$ cat config.mk
export PLATFORM = sky130hd
export DESIGN_NAME = bank_regfile
export DESIGN_NICKNAME = d
export VERILOG_FILES = /design/src/rtl/brf_pkg.sv /design/src/rtl/brf_mode_dec.sv /design/src/rtl/brf_gpr_store.sv /design/src/rtl/brf_psr_unit.sv /design/src/rtl/bank_regfile.sv
export SDC_FILE = /design/constraint.sdc
export NUM_CORES = 2
export LEC_CHECK = 0
export BUFFER_PORTS_ARGS = -buffer_cell sky130_fd_sc_hd__buf_4
export CAP_MARGIN = 20
export CORE_ASPECT_RATIO = 1.75
export CORE_MARGIN = 1
export CORE_UTILIZATION = 40
export DETAILED_ROUTE_END_ITERATION = 12
export GPL_TIMING_DRIVEN = 0
export HOLD_SLACK_MARGIN = 0.05
export PLACE_DENSITY_LB_ADDON = 0.3
export SETUP_SLACK_MARGIN = 0.5
export SLEW_MARGIN = 20
export SYNTH_ARGS = -nofsm -noshare
export SYNTH_HDL_FRONTEND = slang
export SYNTH_SLANG_ARGS = --single-unit
export TNS_END_PERCENT = 30
$ cat constraint.sdc
create_clock -name clk -period 15.5 [get_ports clk]
set_input_delay 2.325 -clock clk [delete_from_list [all_inputs] [get_ports clk]]
set_output_delay 2.325 -clock clk [all_outputs]
set_load 0.05 [all_outputs]
$ cat src/rtl/brf_pkg.sv
package brf_pkg;

  localparam int unsigned PSR_W = 32;
  localparam int unsigned MODE_W = 5;

  localparam logic [MODE_W-1:0] MD_USR = 5'b10000;
  localparam logic [MODE_W-1:0] MD_FIQ = 5'b10001;
  localparam logic [MODE_W-1:0] MD_IRQ = 5'b10010;
  localparam logic [MODE_W-1:0] MD_SVC = 5'b10011;
  localparam logic [MODE_W-1:0] MD_ABT = 5'b10111;
  localparam logic [MODE_W-1:0] MD_UND = 5'b11011;
  localparam logic [MODE_W-1:0] MD_SYS = 5'b11111;

  localparam int unsigned BIT_IMASK = 7;
  localparam int unsigned BIT_FMASK = 6;
  localparam int unsigned BIT_STATE = 5;

  // physical layout: shared low regs, user high regs, fast-irq high regs, pair banks
  localparam int unsigned N_LOW      = 8;
  localparam int unsigned N_HIGH     = 7;
  localparam int unsigned N_PAIRBANK = 4;
  localparam int unsigned BASE_UHI   = N_LOW;
  localparam int unsigned BASE_FHI   = BASE_UHI + N_HIGH;
  localparam int unsigned BASE_PAIR  = BASE_FHI + N_HIGH;
  localparam int unsigned NPHYS      = BASE_PAIR + 2 * N_PAIRBANK;
  localparam int unsigned PHYS_W     = $clog2(NPHYS);
  localparam int unsigned NUM_SAVED  = 1 + N_PAIRBANK;

  localparam logic [PSR_W-1:0] PSR_RESET = {24'h0, 1'b1, 1'b1, 1'b0, MD_SVC};

  typedef enum logic [2:0] {
    BK_USR = 3'd0,
    BK_FIQ = 3'd1,
    BK_IRQ = 3'd2,
    BK_SVC = 3'd3,
    BK_ABT = 3'd4,
    BK_UND = 3'd5
  } bank_e;

  function automatic bank_e mode_bank(input logic [MODE_W-1:0] m);
    case (m)
      MD_FIQ:  return BK_FIQ;
      MD_IRQ:  return BK_IRQ;
      MD_SVC:  return BK_SVC;
      MD_ABT:  return BK_ABT;
      MD_UND:  return BK_UND;
      default: return BK_USR;
    endcase
  endfunction

  function automatic logic mode_legal(input logic [MODE_W-1:0] m);
    return (m == MD_USR) || (m == MD_SYS) || (mode_bank(m) != BK_USR);
  endfunction

  function automatic logic [PHYS_W-1:0] phys_sel(input bank_e b, input logic [3:0] idx);
    int unsigned n;
    n = int'(idx);
    if (n < N_LOW)
      return PHYS_W'(n);
    if (b == BK_FIQ)
      return PHYS_W'(BASE_FHI + n - N_LOW);
    if (b != BK_USR && n >= 13)
      return PHYS_W'(BASE_PAIR + 2 * (int'(b) - 2) + n - 13);
    return PHYS_W'(n);
  endfunction

  function automatic logic [PSR_W-1:0] entry_psr(input logic [PSR_W-1:0] old_psr,
                                                 input logic [MODE_W-1:0] tgt);
    logic [PSR_W-1:0] r;
    r = old_psr;
    r[MODE_W-1:0] = tgt;
    r[BIT_IMASK]  = 1'b1;
    r[BIT_STATE]  = 1'b0;
    if (tgt == MD_FIQ)
      r[BIT_FMASK] = 1'b1;
    return r;
  endfunction

endpackage

$ cat src/rtl/brf_mode_dec.sv
module brf_mode_dec
  import brf_pkg::*;
(
  input  logic [MODE_W-1:0] mode,
  output bank_e             bank,
  output logic              legal
);
  assign bank  = mode_bank(mode);
  assign legal = mode_legal(mode);
endmodule

$ cat src/rtl/brf_gpr_store.sv
module brf_gpr_store #(
  parameter int unsigned XLEN           = 32,
  parameter int unsigned NENT           = 30,
  parameter int unsigned SEL_W          = 5,
  parameter bit          CLEAR_ON_RESET = 1'b1
) (
  input  logic             clk,
  input  logic             rst_n,
  input  logic [SEL_W-1:0] ra_sel,
  output logic [XLEN-1:0]  ra_data,
  input  logic [SEL_W-1:0] rb_sel,
  output logic [XLEN-1:0]  rb_data,
  input  logic             w0_en,
  input  logic [SEL_W-1:0] w0_sel,
  input  logic [XLEN-1:0]  w0_data,
  input  logic             w1_en,
  input  logic [SEL_W-1:0] w1_sel,
  input  logic [XLEN-1:0]  w1_data
);
  logic [NENT-1:0][XLEN-1:0] ent;

  for (genvar g = 0; g < NENT; g++) begin : g_ent
    logic            hit0;
    logic            hit1;
    logic [XLEN-1:0] q;
    assign hit0 = w0_en && (w0_sel == SEL_W'(g));
    assign hit1 = w1_en && (w1_sel == SEL_W'(g));
    if (CLEAR_ON_RESET) begin : g_clr
      always_ff @(posedge clk or negedge rst_n) begin
        if (!rst_n)    q <= '0;
        else if (hit1) q <= w1_data;
        else if (hit0) q <= w0_data;
      end
    end else begin : g_keep
      always_ff @(posedge clk) begin
        if (hit1)      q <= w1_data;
        else if (hit0) q <= w0_data;
      end
    end
    assign ent[g] = q;
  end

  assign ra_data = ent[ra_sel];
  assign rb_data = ent[rb_sel];
endmodule

$ cat src/rtl/brf_psr_unit.sv
module brf_psr_unit
  import brf_pkg::*;
#(
  parameter bit CLEAR_ON_RESET = 1'b1
) (
  input  logic              clk,
  input  logic              rst_n,
  input  bank_e             cur_bank,
  input  logic              entry_fire,
  input  bank_e             entry_bank,
  input  logic [MODE_W-1:0] entry_mode,
  input  logic              cpsr_we,
  input  logic [PSR_W-1:0]  cpsr_wdata,
  input  logic              spsr_we,
  input  logic [PSR_W-1:0]  spsr_wdata,
  output logic [PSR_W-1:0]  cpsr,
  output logic [PSR_W-1:0]  spsr_rd
);
  logic [NUM_SAVED-1:0][PSR_W-1:0] saved;
  logic [2:0]                      rd_slot;

  always_ff @(posedge clk or negedge rst_n) begin
    if (!rst_n)          cpsr <= PSR_RESET;
    else if (entry_fire) cpsr <= entry_psr(cpsr, entry_mode);
    else if (cpsr_we)    cpsr <= cpsr_wdata;
  end

  for (genvar k = 0; k < NUM_SAVED; k++) begin : g_saved
    logic             take_entry;
    logic             take_sw;
    logic [PSR_W-1:0] q;
    assign take_entry = entry_fire && (int'(entry_bank) == k + 1);
    assign take_sw    = spsr_we && !entry_fire && (int'(cur_bank) == k + 1);
    if (CLEAR_ON_RESET) begin : g_clr
      always_ff @(posedge clk or negedge rst_n) begin
        if (!rst_n)          q <= '0;
        else if (take_entry) q <= cpsr;
        else if (take_sw)    q <= spsr_wdata;
      end
    end else begin : g_keep
      always_ff @(posedge clk) begin
        if (take_entry)   q <= cpsr;
        else if (take_sw) q <= spsr_wdata;
      end
    end
    assign saved[k] = q;
  end

  assign rd_slot = 3'(cur_bank) - 3'd1;
  assign spsr_rd = (cur_bank == BK_USR) ? '0 : saved[rd_slot];
endmodule

$ cat src/rtl/bank_regfile.sv
module bank_regfile
  import brf_pkg::*;
#(
  parameter int unsigned XLEN           = 32,
  parameter bit          CLEAR_ON_RESET = 1'b1,
  parameter logic [XLEN-1:0] RESET_PC   = '0
) (
  input  logic              clk,
  input  logic              rst_n,
  input  logic [3:0]        rd_a_idx,
  output logic [XLEN-1:0]   rd_a_data,
  input  logic [3:0]        rd_b_idx,
  output logic [XLEN-1:0]   rd_b_data,
  input  logic              wr_en,
  input  logic [3:0]        wr_idx,
  input  logic [XLEN-1:0]   wr_data,
  output logic [XLEN-1:0]   pc_out,
  input  logic              pc_we,
  input  logic [XLEN-1:0]   pc_wdata,
  output logic [PSR_W-1:0]  cpsr_out,
  input  logic              cpsr_we,
  input  logic [PSR_W-1:0]  cpsr_wdata,
  output logic [PSR_W-1:0]  spsr_rd,
  input  logic              spsr_we,
  input  logic [PSR_W-1:0]  spsr_wdata,
  input  logic              exc_en,
  input  logic [MODE_W-1:0] exc_mode,
  input  logic [XLEN-1:0]   exc_lr,
  output logic              mode_illegal
);
  localparam logic [3:0] IDX_PC = 4'd15;
  localparam logic [3:0] IDX_LR = 4'd14;

  // named internal events used by the checker
  bank_e             cur_bank;
  bank_e             ent_bank;
  logic              cur_legal;
  logic              ent_legal;
  logic              entry_fire;
  logic              gen_wr_gpr;
  logic              gen_wr_pc;
  logic [PHYS_W-1:0] sel_a;
  logic [PHYS_W-1:0] sel_b;
  logic [PHYS_W-1:0] sel_w;
  logic [PHYS_W-1:0] sel_lr;
  logic [XLEN-1:0]   gpr_a;
  logic [XLEN-1:0]   gpr_b;
  logic [XLEN-1:0]   pc_q;

  brf_mode_dec u_dec_cur (.mode(cpsr_out[MODE_W-1:0]), .bank(cur_bank), .legal(cur_legal));
  brf_mode_dec u_dec_ent (.mode(exc_mode), .bank(ent_bank), .legal(ent_legal));

  assign entry_fire = exc_en && ent_legal && (ent_bank != BK_USR);
  assign gen_wr_gpr = wr_en && (wr_idx != IDX_PC);
  assign gen_wr_pc  = wr_en && (wr_idx == IDX_PC) && !pc_we;

  assign sel_a  = phys_sel(cur_bank, rd_a_idx);
  assign sel_b  = phys_sel(cur_bank, rd_b_idx);
  assign sel_w  = phys_sel(cur_bank, wr_idx);
  assign sel_lr = phys_sel(ent_bank, IDX_LR);

  brf_gpr_store #(
    .XLEN(XLEN), .NENT(NPHYS), .SEL_W(PHYS_W), .CLEAR_ON_RESET(CLEAR_ON_RESET)
  ) u_store (
    .clk(clk), .rst_n(rst_n),
    .ra_sel(sel_a), .ra_data(gpr_a),
    .rb_sel(sel_b), .rb_data(gpr_b),
    .w0_en(gen_wr_gpr), .w0_sel(sel_w), .w0_data(wr_data),
    .w1_en(entry_fire), .w1_sel(sel_lr), .w1_data(exc_lr)
  );

  brf_psr_unit #(.CLEAR_ON_RESET(CLEAR_ON_RESET)) u_psr (
    .clk(clk), .rst_n(rst_n),
    .cur_bank(cur_bank),
    .entry_fire(entry_fire), .entry_bank(ent_bank), .entry_mode(exc_mode),
    .cpsr_we(cpsr_we), .cpsr_wdata(cpsr_wdata),
    .spsr_we(spsr_we), .spsr_wdata(spsr_wdata),
    .cpsr(cpsr_out), .spsr_rd(spsr_rd)
  );

  always_ff @(posedge clk or negedge rst_n) begin
    if (!rst_n)         pc_q <= RESET_PC;
    else if (pc_we)     pc_q <= pc_wdata;
    else if (gen_wr_pc) pc_q <= wr_data;
  end

  assign pc_out       = pc_q;
  assign rd_a_data    = (rd_a_idx == IDX_PC) ? pc_q : gpr_a;
  assign rd_b_data    = (rd_b_idx == IDX_PC) ? pc_q : gpr_b;
  assign mode_illegal = !cur_legal;
endmodule

Word-level counts from Yosys, hierarchy flattened
Cells that the tools add are included.
{"block": "word_totals", "memories": 0, "input_bits": 184, "latch_bits": 0, "romBits": 0, "ramBits": 0, "ff_bits": 1184, "output_inout_bits": 161}
{"block": "classes", "n_reduce_logical": 130, "bitwise": 1, "n_addsub": 19, "n_mux": 127, "n_eq_ne": 89, "n_shift": 0, "n_mul": 0, "magnitude_cmp": 9, "div": 0}
{"op": "two-way mux 32 bit", "n": 78}
{"op": "binary-select mux 32 bit (select 5 bit)", "n": 2}
{"op": "== test 5 bit (second input constant)", "n": 42}
{"op": "two-way mux 5 bit", "n": 22}
{"op": "binary-select mux 32 bit (select 3 bit)", "n": 1}
{"op": "== test 5 x 4 -> 1 bit (second input constant)", "n": 16}
{"op": "logical AND 1 bit", "n": 79}
{"op": "nonzero test 2 bit", "n": 37}
{"op": "== test 5 x 3 -> 1 bit (second input constant)", "n": 8}
{"op": "one-hot mux 3 bit (5 select lines)", "n": 2}
{"op": "subtractor 5 x 4 -> 5 bit (second input constant)", "n": 5}
{"op": "== test 3 bit (second input constant)", "n": 8}
{"op": "== test 5 x 2 -> 1 bit (second input constant)", "n": 4}
{"op": "two-way mux 1 bit", "n": 20}
{"op": "two-way mux 8 bit", "n": 2}
{"op": "adder 4 x 4 -> 5 bit (first input constant)", "n": 3}
{"op": "== test 4 bit (second input constant)", "n": 3}
{"op": ">= comparator 4 bit (second input constant)", "n": 3}
{"op": "less-than comparator 4 bit (second input constant)", "n": 3}
{"op": "less-than comparator 5 x 6 -> 1 bit (second input constant)", "n": 2}
{"op": "adder 5 x 4 -> 5 bit", "n": 2}
{"op": "adder 5 bit (first input constant)", "n": 2}
{"op": "== test 5 x 1 -> 1 bit (second input constant)", "n": 2}
{"op": "zero test 5 bit", "n": 2}
{"op": "other kinds (16)", "n": 27}

Longest topological paths before layout
{"block": "depth", "word_depth": 14, "ltp_mapped": 21}

Modules after synthesis
A second synthesis with hierarchy kept.
{"block": "unflattened", "cells_unflattened": 6979, "area_unflattened_um2": 73785.8}
{"mod": "brf_gpr_store", "seq_area_each_um2": 24023.0, "cells_per_inst": 5707, "instances": 1, "area_per_inst_um2": 60133.9}
{"mod": "brf_psr_unit", "seq_area_each_um2": 4810.9, "cells_per_inst": 881, "instances": 1, "area_per_inst_um2": 9874.5}
{"mod": "bank_regfile", "seq_area_each_um2": 800.8, "cells_per_inst": 373, "instances": 1, "area_per_inst_um2": 3649.8}
{"mod": "brf_mode_dec", "seq_area_each_um2": 0.0, "cells_per_inst": 9, "instances": 2, "area_per_inst_um2": 63.8}

Least setup slack after synthesis
OpenSTA, ideal clock, no wires.
{"block": "synth_path", "kind": "reg2out", "startpoint": "reg u_psr.cpsr[4]", "endpoint": "out rd_a_data[18]", "setup_slack_ps": 6212, "arrival_ps": 6963, "path_stages_with_launch": 20, "path_cell_list": "dfstp_2 > buf_2 > nand2_1 > nor3_1 > clkbuf_1 > ha_1 > clkbuf_1 > clkbuf_1 > inv_1 > ha_1 > fa_1 > or3_1 > a311o_1 > buf_6 > buf_6 > buf_2 > mux4_2 > o2bb2ai_1 > o32ai_2 > nor4_1"}
{"block": "synth_via", "elab_chain_cells": 13, "word_cells_on_any_way": 26, "classes_between": "add/sub (4); eq/ne (6); mux (14); reduce/logical (2)"}
{"item": "start, declared", "line_no": "brf_psr_unit.sv:16", "source": "output logic [PSR_W-1:0] cpsr,"}
{"item": "start signal, assigned", "line_no": "brf_psr_unit.sv:24", "source": "else if (entry_fire) cpsr <= entry_psr(cpsr, entry_mode);"}
{"item": "start signal, assigned", "line_no": "brf_psr_unit.sv:25", "source": "else if (cpsr_we) cpsr <= cpsr_wdata;"}
{"item": "== test 5 bit", "line_no": "brf_pkg.sv:41", "source": "case (m)"}
{"item": "one-hot mux 3 bit (5 select lines) *", "line_no": "brf_pkg.sv:41"}
{"item": "subtractor 3 x 2 -> 4 bit or nonzero test 3 bit (tied branches)", "line_no": "brf_pkg.sv:63, brf_pkg.sv:62"}
{"item": "adder 5 bit or logical AND 1 bit (tied branches)", "line_no": "brf_pkg.sv:63, brf_pkg.sv:62"}
{"item": "adder 5 x 4 -> 5 bit or two-way mux 1 bit (tied branches)", "line_no": "brf_pkg.sv:63, brf_pkg.sv:62"}
{"item": "subtractor 5 x 4 -> 5 bit or two-way mux 1 bit (tied branches)", "line_no": "brf_pkg.sv:63, brf_pkg.sv:62"}
{"item": "two-way mux 5 bit or two-way mux 1 bit (tied branches)", "line_no": "brf_pkg.sv:62, brf_pkg.sv:60"}
{"item": "two-way mux 5 bit", "line_no": "brf_pkg.sv:64", "source": "return PHYS_W'(n);"}
{"item": "two-way mux 5 bit *", "line_no": "brf_pkg.sv:62", "source": "if (b != BK_USR && n >= 13)"}
{"item": "two-way mux 5 bit *", "line_no": "brf_pkg.sv:60", "source": "if (b == BK_FIQ)"}
{"item": "binary-select mux 32 bit (select 5 bit) *", "line_no": "brf_gpr_store.sv:43", "source": "assign ra_data = ent[ra_sel];"}
{"item": "two-way mux 32 bit (implied by the code) *", "line_no": "brf_gpr_store.sv:43"}
{"item": "two-way mux 32 bit *", "line_no": "bank_regfile.sv:88", "source": "assign rd_a_data = (rd_a_idx == IDX_PC) ? pc_q : gpr_a;"}
{"item": "end, declared", "line_no": "bank_regfile.sv:11", "source": "output logic [XLEN-1:0] rd_a_data,"}
Every way passes the cells marked *; elsewhere a longest branch is shown, timed or not. The select of a mux whose other input is x is not followed.

Worst setup path after layout
{"block": "layout_path", "startpoint": "reg u_psr.cpsr[4]", "endpoint": "out rd_b_data[21]"}
{"block": "layout_via", "elab_chain_cells": 13, "word_cells_on_any_way": 26, "classes_between": "add/sub (4); eq/ne (6); mux (14); reduce/logical (2)"}
{"item": "== test 5 bit", "line_no": "brf_pkg.sv:41"}
{"item": "one-hot mux 3 bit (5 select lines) *", "line_no": "brf_pkg.sv:41"}
{"item": "subtractor 3 x 2 -> 4 bit or nonzero test 3 bit (tied branches)", "line_no": "brf_pkg.sv:63, brf_pkg.sv:62"}
{"item": "adder 5 bit or logical AND 1 bit (tied branches)", "line_no": "brf_pkg.sv:63, brf_pkg.sv:62"}
{"item": "adder 5 x 4 -> 5 bit or two-way mux 1 bit (tied branches)", "line_no": "brf_pkg.sv:63, brf_pkg.sv:62"}
{"item": "subtractor 5 x 4 -> 5 bit or two-way mux 1 bit (tied branches)", "line_no": "brf_pkg.sv:63, brf_pkg.sv:62"}
{"item": "two-way mux 5 bit or two-way mux 1 bit (tied branches)", "line_no": "brf_pkg.sv:62, brf_pkg.sv:60"}
{"item": "two-way mux 5 bit", "line_no": "brf_pkg.sv:64"}
{"item": "two-way mux 5 bit *", "line_no": "brf_pkg.sv:62"}
{"item": "two-way mux 5 bit *", "line_no": "brf_pkg.sv:60"}
{"item": "binary-select mux 32 bit (select 5 bit) *", "line_no": "brf_gpr_store.sv:44", "source": "assign rb_data = ent[rb_sel];"}
{"item": "two-way mux 32 bit (implied by the code) *", "line_no": "brf_gpr_store.sv:44"}
{"item": "two-way mux 32 bit *", "line_no": "bank_regfile.sv:89", "source": "assign rd_b_data = (rd_b_idx == IDX_PC) ? pc_q : gpr_b;"}
{"item": "end, declared", "line_no": "bank_regfile.sv:13", "source": "output logic [XLEN-1:0] rd_b_data,"}
Marks and branches as above.

==> results.sh <==
export IMPL_fin_crit_sh_pct=81.4
export IMPL_yosysTopAreaCell="dfrtp_1"
export IMPL_worstSetupPathType="flip-flop to output pin"
export IMPL_synth_area_top_cells="dfrtp_1, mux2_2, mux2i_1"
export IMPL_rsz0062_at_grt="no"
export IMPL_synthArstFlopShare_pct=100
export IMPL_ys_seq_elements=1184
export IMPL_outcome="finished clean"
export IMPL_min_path_type="flip-flop to flip-flop"
export IMPL_ant_nets=0
export IMPL_hold_violations=0
export IMPL_grt_pass1_wl_mm=555
export IMPL_root_buffer="clkbuf_16"
export IMPL_total_leakage_power_nw=36.0
export IMPL_totalWireLength_mm=409
export IMPL_cts_setup_buffers=0
export IMPL_drt_iter0_drc=8499
export IMPL_setup_viol_count_final=0
export IMPL_p_sw_share_pct=39.4
export IMPL_syn_area_um2=70200
export IMPL_ys_flop_type="dfrtp_1"
export IMPL_die_w_um=319
export IMPL_startpoint_type="flip-flop"
export IMPL_synth_distinct_cells=87
export IMPL_slew_viol_final=0
export IMPL_avgSynthCellArea_um2=10.4
export IMPL_dr_total_vias=66083
export IMPL_grt_max_degree=141
export IMPL_power_frac_comb_pct=34.2
export IMPL_seqPwrFrac_pct=39.3
export IMPL_fin_nets=7499
export IMPL_insertion_delay_ns=0.81
export IMPL_totalNegativeSetupSlack_ns=0
export IMPL_skew_ns=0.0399
export IMPL_antenna_found_initial=55
export IMPL_rows=203
export IMPL_pin_count=345
export IMPL_drv_cap=0
export IMPL_cp_required_ns=13.18
export IMPL_fmax_mhz=79.3
export IMPL_post_cts_resized=0
export IMPL_endpoint_kind="output pin"
export IMPL_clk_path_buf_depth=3
export IMPL_switchingPower_mw=4.78
export IMPL_cts_made_buffers=119
export IMPL_syn_inst=6767
export IMPL_htree_levels=3
export IMPL_dp_hpwl_mm=301
export IMPL_peakVddDrop_mv=0.114
export IMPL_synth_edf_count=0
export IMPL_fp_dieH_um=556
export IMPL_drive_above_1_share_pct=23.6
export IMPL_postPlaceCellArea_um2=76600
export IMPL_path_clk_slew_ns=0.07
export IMPL_clock_sinks=1184
export IMPL_min_period_ns=12.62
export IMPL_worst_pin_slew_ns=1.35
export IMPL_port_buffers=342
export IMPL_overflow=0
export IMPL_hold_buffers=0
export IMPL_drc=0
export IMPL_crit_fanout=14
export IMPL_syn2layout_area_growth_pct=15.5
export IMPL_final_common_cell="dfrtp_1"
export IMPL_intPower_mw=7.34
export IMPL_place_congestion=1.09
export IMPL_ys_seq_area_share_pct=42.2
export IMPL_ys_warn_count=0
export IMPL_routedWlPerCell_um=42.2
export IMPL_power_frac_clock_pct=26.5
export IMPL_slew_headroom_pct=8.49
export IMPL_cp_arrival_ns=10.29
export IMPL_dieArea_um2=177000
export IMPL_layout_common_cells="dfrtp_1, nand2_1, mux2i_1"
export IMPL_core_area_um2=174000
export IMPL_dr_pass1_iters=8
export IMPL_via_per_inst=6.82
export IMPL_cts_tree="yes"
export IMPL_fin_area_um2=81100
export IMPL_cellPowerDensity_nw_per_um2=149
export IMPL_grt_total_usage_pct=46.0
export IMPL_start_util_pct=40.3
export IMPL_grt_pass1_vias=64864
export IMPL_synth_nets=6996
export IMPL_yosys_area_top_type_share_pct=42.0
-- cell families after synthesis --
group	count (synthesis)	share of synthesized area, %
compound gates	1349	12.9
flops	1184	42.2
buf+inv	736	4.61
simple gates	1838	11.6
mux	1602	27.7
fa+ha+maj	45	0.834
xor+xnor	13	0.203
-- routing by layer --
metal	global-route usage, %	wire [um]	vias to the layer above
li1	-	-	25905
met1	46.6	131000	33313
met2	70.8	183000	4859
met3	16.4	40900	1964
met4	49.5	54500	42
met5	0.247	296	-
-- synth_stat cells, drive strengths merged (36+ instances only) --
cell and count:
buf 251, mux2i 717, ha 42, mux2 699
o31ai 36, dfrtp 1179, clkbuf 451, nor4 39
and2 36, a211oi 214, nand2b 39, nor2 324
a21oi 245, and3 132, nand2 988, o21ai 386
a31oi 91, nand3 194, a311oi 66, mux4 186
-- power groups by stage --
stage	combinational (mW)	clock [mW]	sequential, mW
global route	4.28	3.31	4.82
finish	4.15	3.21	4.76
detailed placement	3.96	0	4.76
CTS	3.97	3.20	4.71
global placement	3.87	0	4.71
floorplan	2.44	0	4.53
-- cell type report --
type | instances | area, um^2
Antenna cell | 71 | 178
Clock buffer | 168 | 3430
Clock inverter | 50 | 693
Multi-Input combinational cell | 4847 | 37700
Buffer | 702 | 3200
Tap cell | 2255 | 2820
Timing Repair Buffer | 382 | 3310
Fill cell | 16522 | 93400
Inverter | 34 | 128
Sequential cell | 1184 | 29600
-- stage by stage --
step | hold slack [ns] | power [mW] | util [%] | setup slack [ns] | instances
2_1_floorplan | 0.445 | 6.96 | - | 6.21 | 6767
3_3_place_gp | 0.457 | 8.58 | 43.3 | -2.96 | 9364
3_5_place_dp | 0.475 | 8.72 | 43.9 | 4.14 | 9396
4_1_cts | 0.489 | 11.9 | 46.2 | 3.30 | 9614
5_1_grt | 0.501 | 12.4 | 46.4 | 2.91 | 9635
6_report | 0.487 | 12.1 | 46.5 | 2.88 | 9693
-- path summary, 6_finish.rpt --
check | slack [ns] | cells after the start | to | from
max in group asynchronous | 11.56 | 4 | u_store.g_ent[12].q[0]$_DFFE_PN0P_ | rst_n
min | 0.49 | 2 | u_psr.g_saved[0].q[0]$_DFFE_PN0P_ | u_psr.g_saved[0].q[0]$_DFFE_PN0P_
max | 2.88 | 20 | rd_b_data[21] | u_psr.cpsr[4]$_DFFE_PN1P_
min in group asynchronous | 1.45 | 1 | u_store.g_ent[3].q[25]$_DFFE_PN0P_ | rst_n
min reg2reg | 0.49 | 2 | u_psr.g_saved[0].q[0]$_DFFE_PN0P_ | u_psr.g_saved[0].q[0]$_DFFE_PN0P_
max reg2reg | 7.43 | 20 | u_store.g_ent[2].q[15]$_DFFE_PN0P_ | u_psr.cpsr[4]$_DFFE_PN1P_
-- sequential cells by signal, indices dropped and copies added, names as in the netlist --
signal / cells
u_store.g_ent.q: 960
u_psr.g_saved.q: 160
u_psr.cpsr: 32
pc_out: 32
-- worst max-delay path, stage by stage, from the launching register on --
cell,delay (ns)
dfstp_2,0.54
buf_2,0.26
nand2_1,0.14
nor3_2,0.65
clkbuf_2,0.62
ha_1,0.21
clkbuf_1,0.39
clkbuf_1,0.64
inv_1,0.26
ha_1,0.38
fa_1,0.38
xor2_1,0.17
nor4_1,0.45
or2_2,0.49
buf_2,0.46
nand2_1,0.34
clkbuf_1,0.49
a311oi_1,1.01
nor4b_1,0.36
a211oi_1,0.87
buf_4,0.34
(Power assumes the default switching activity.)
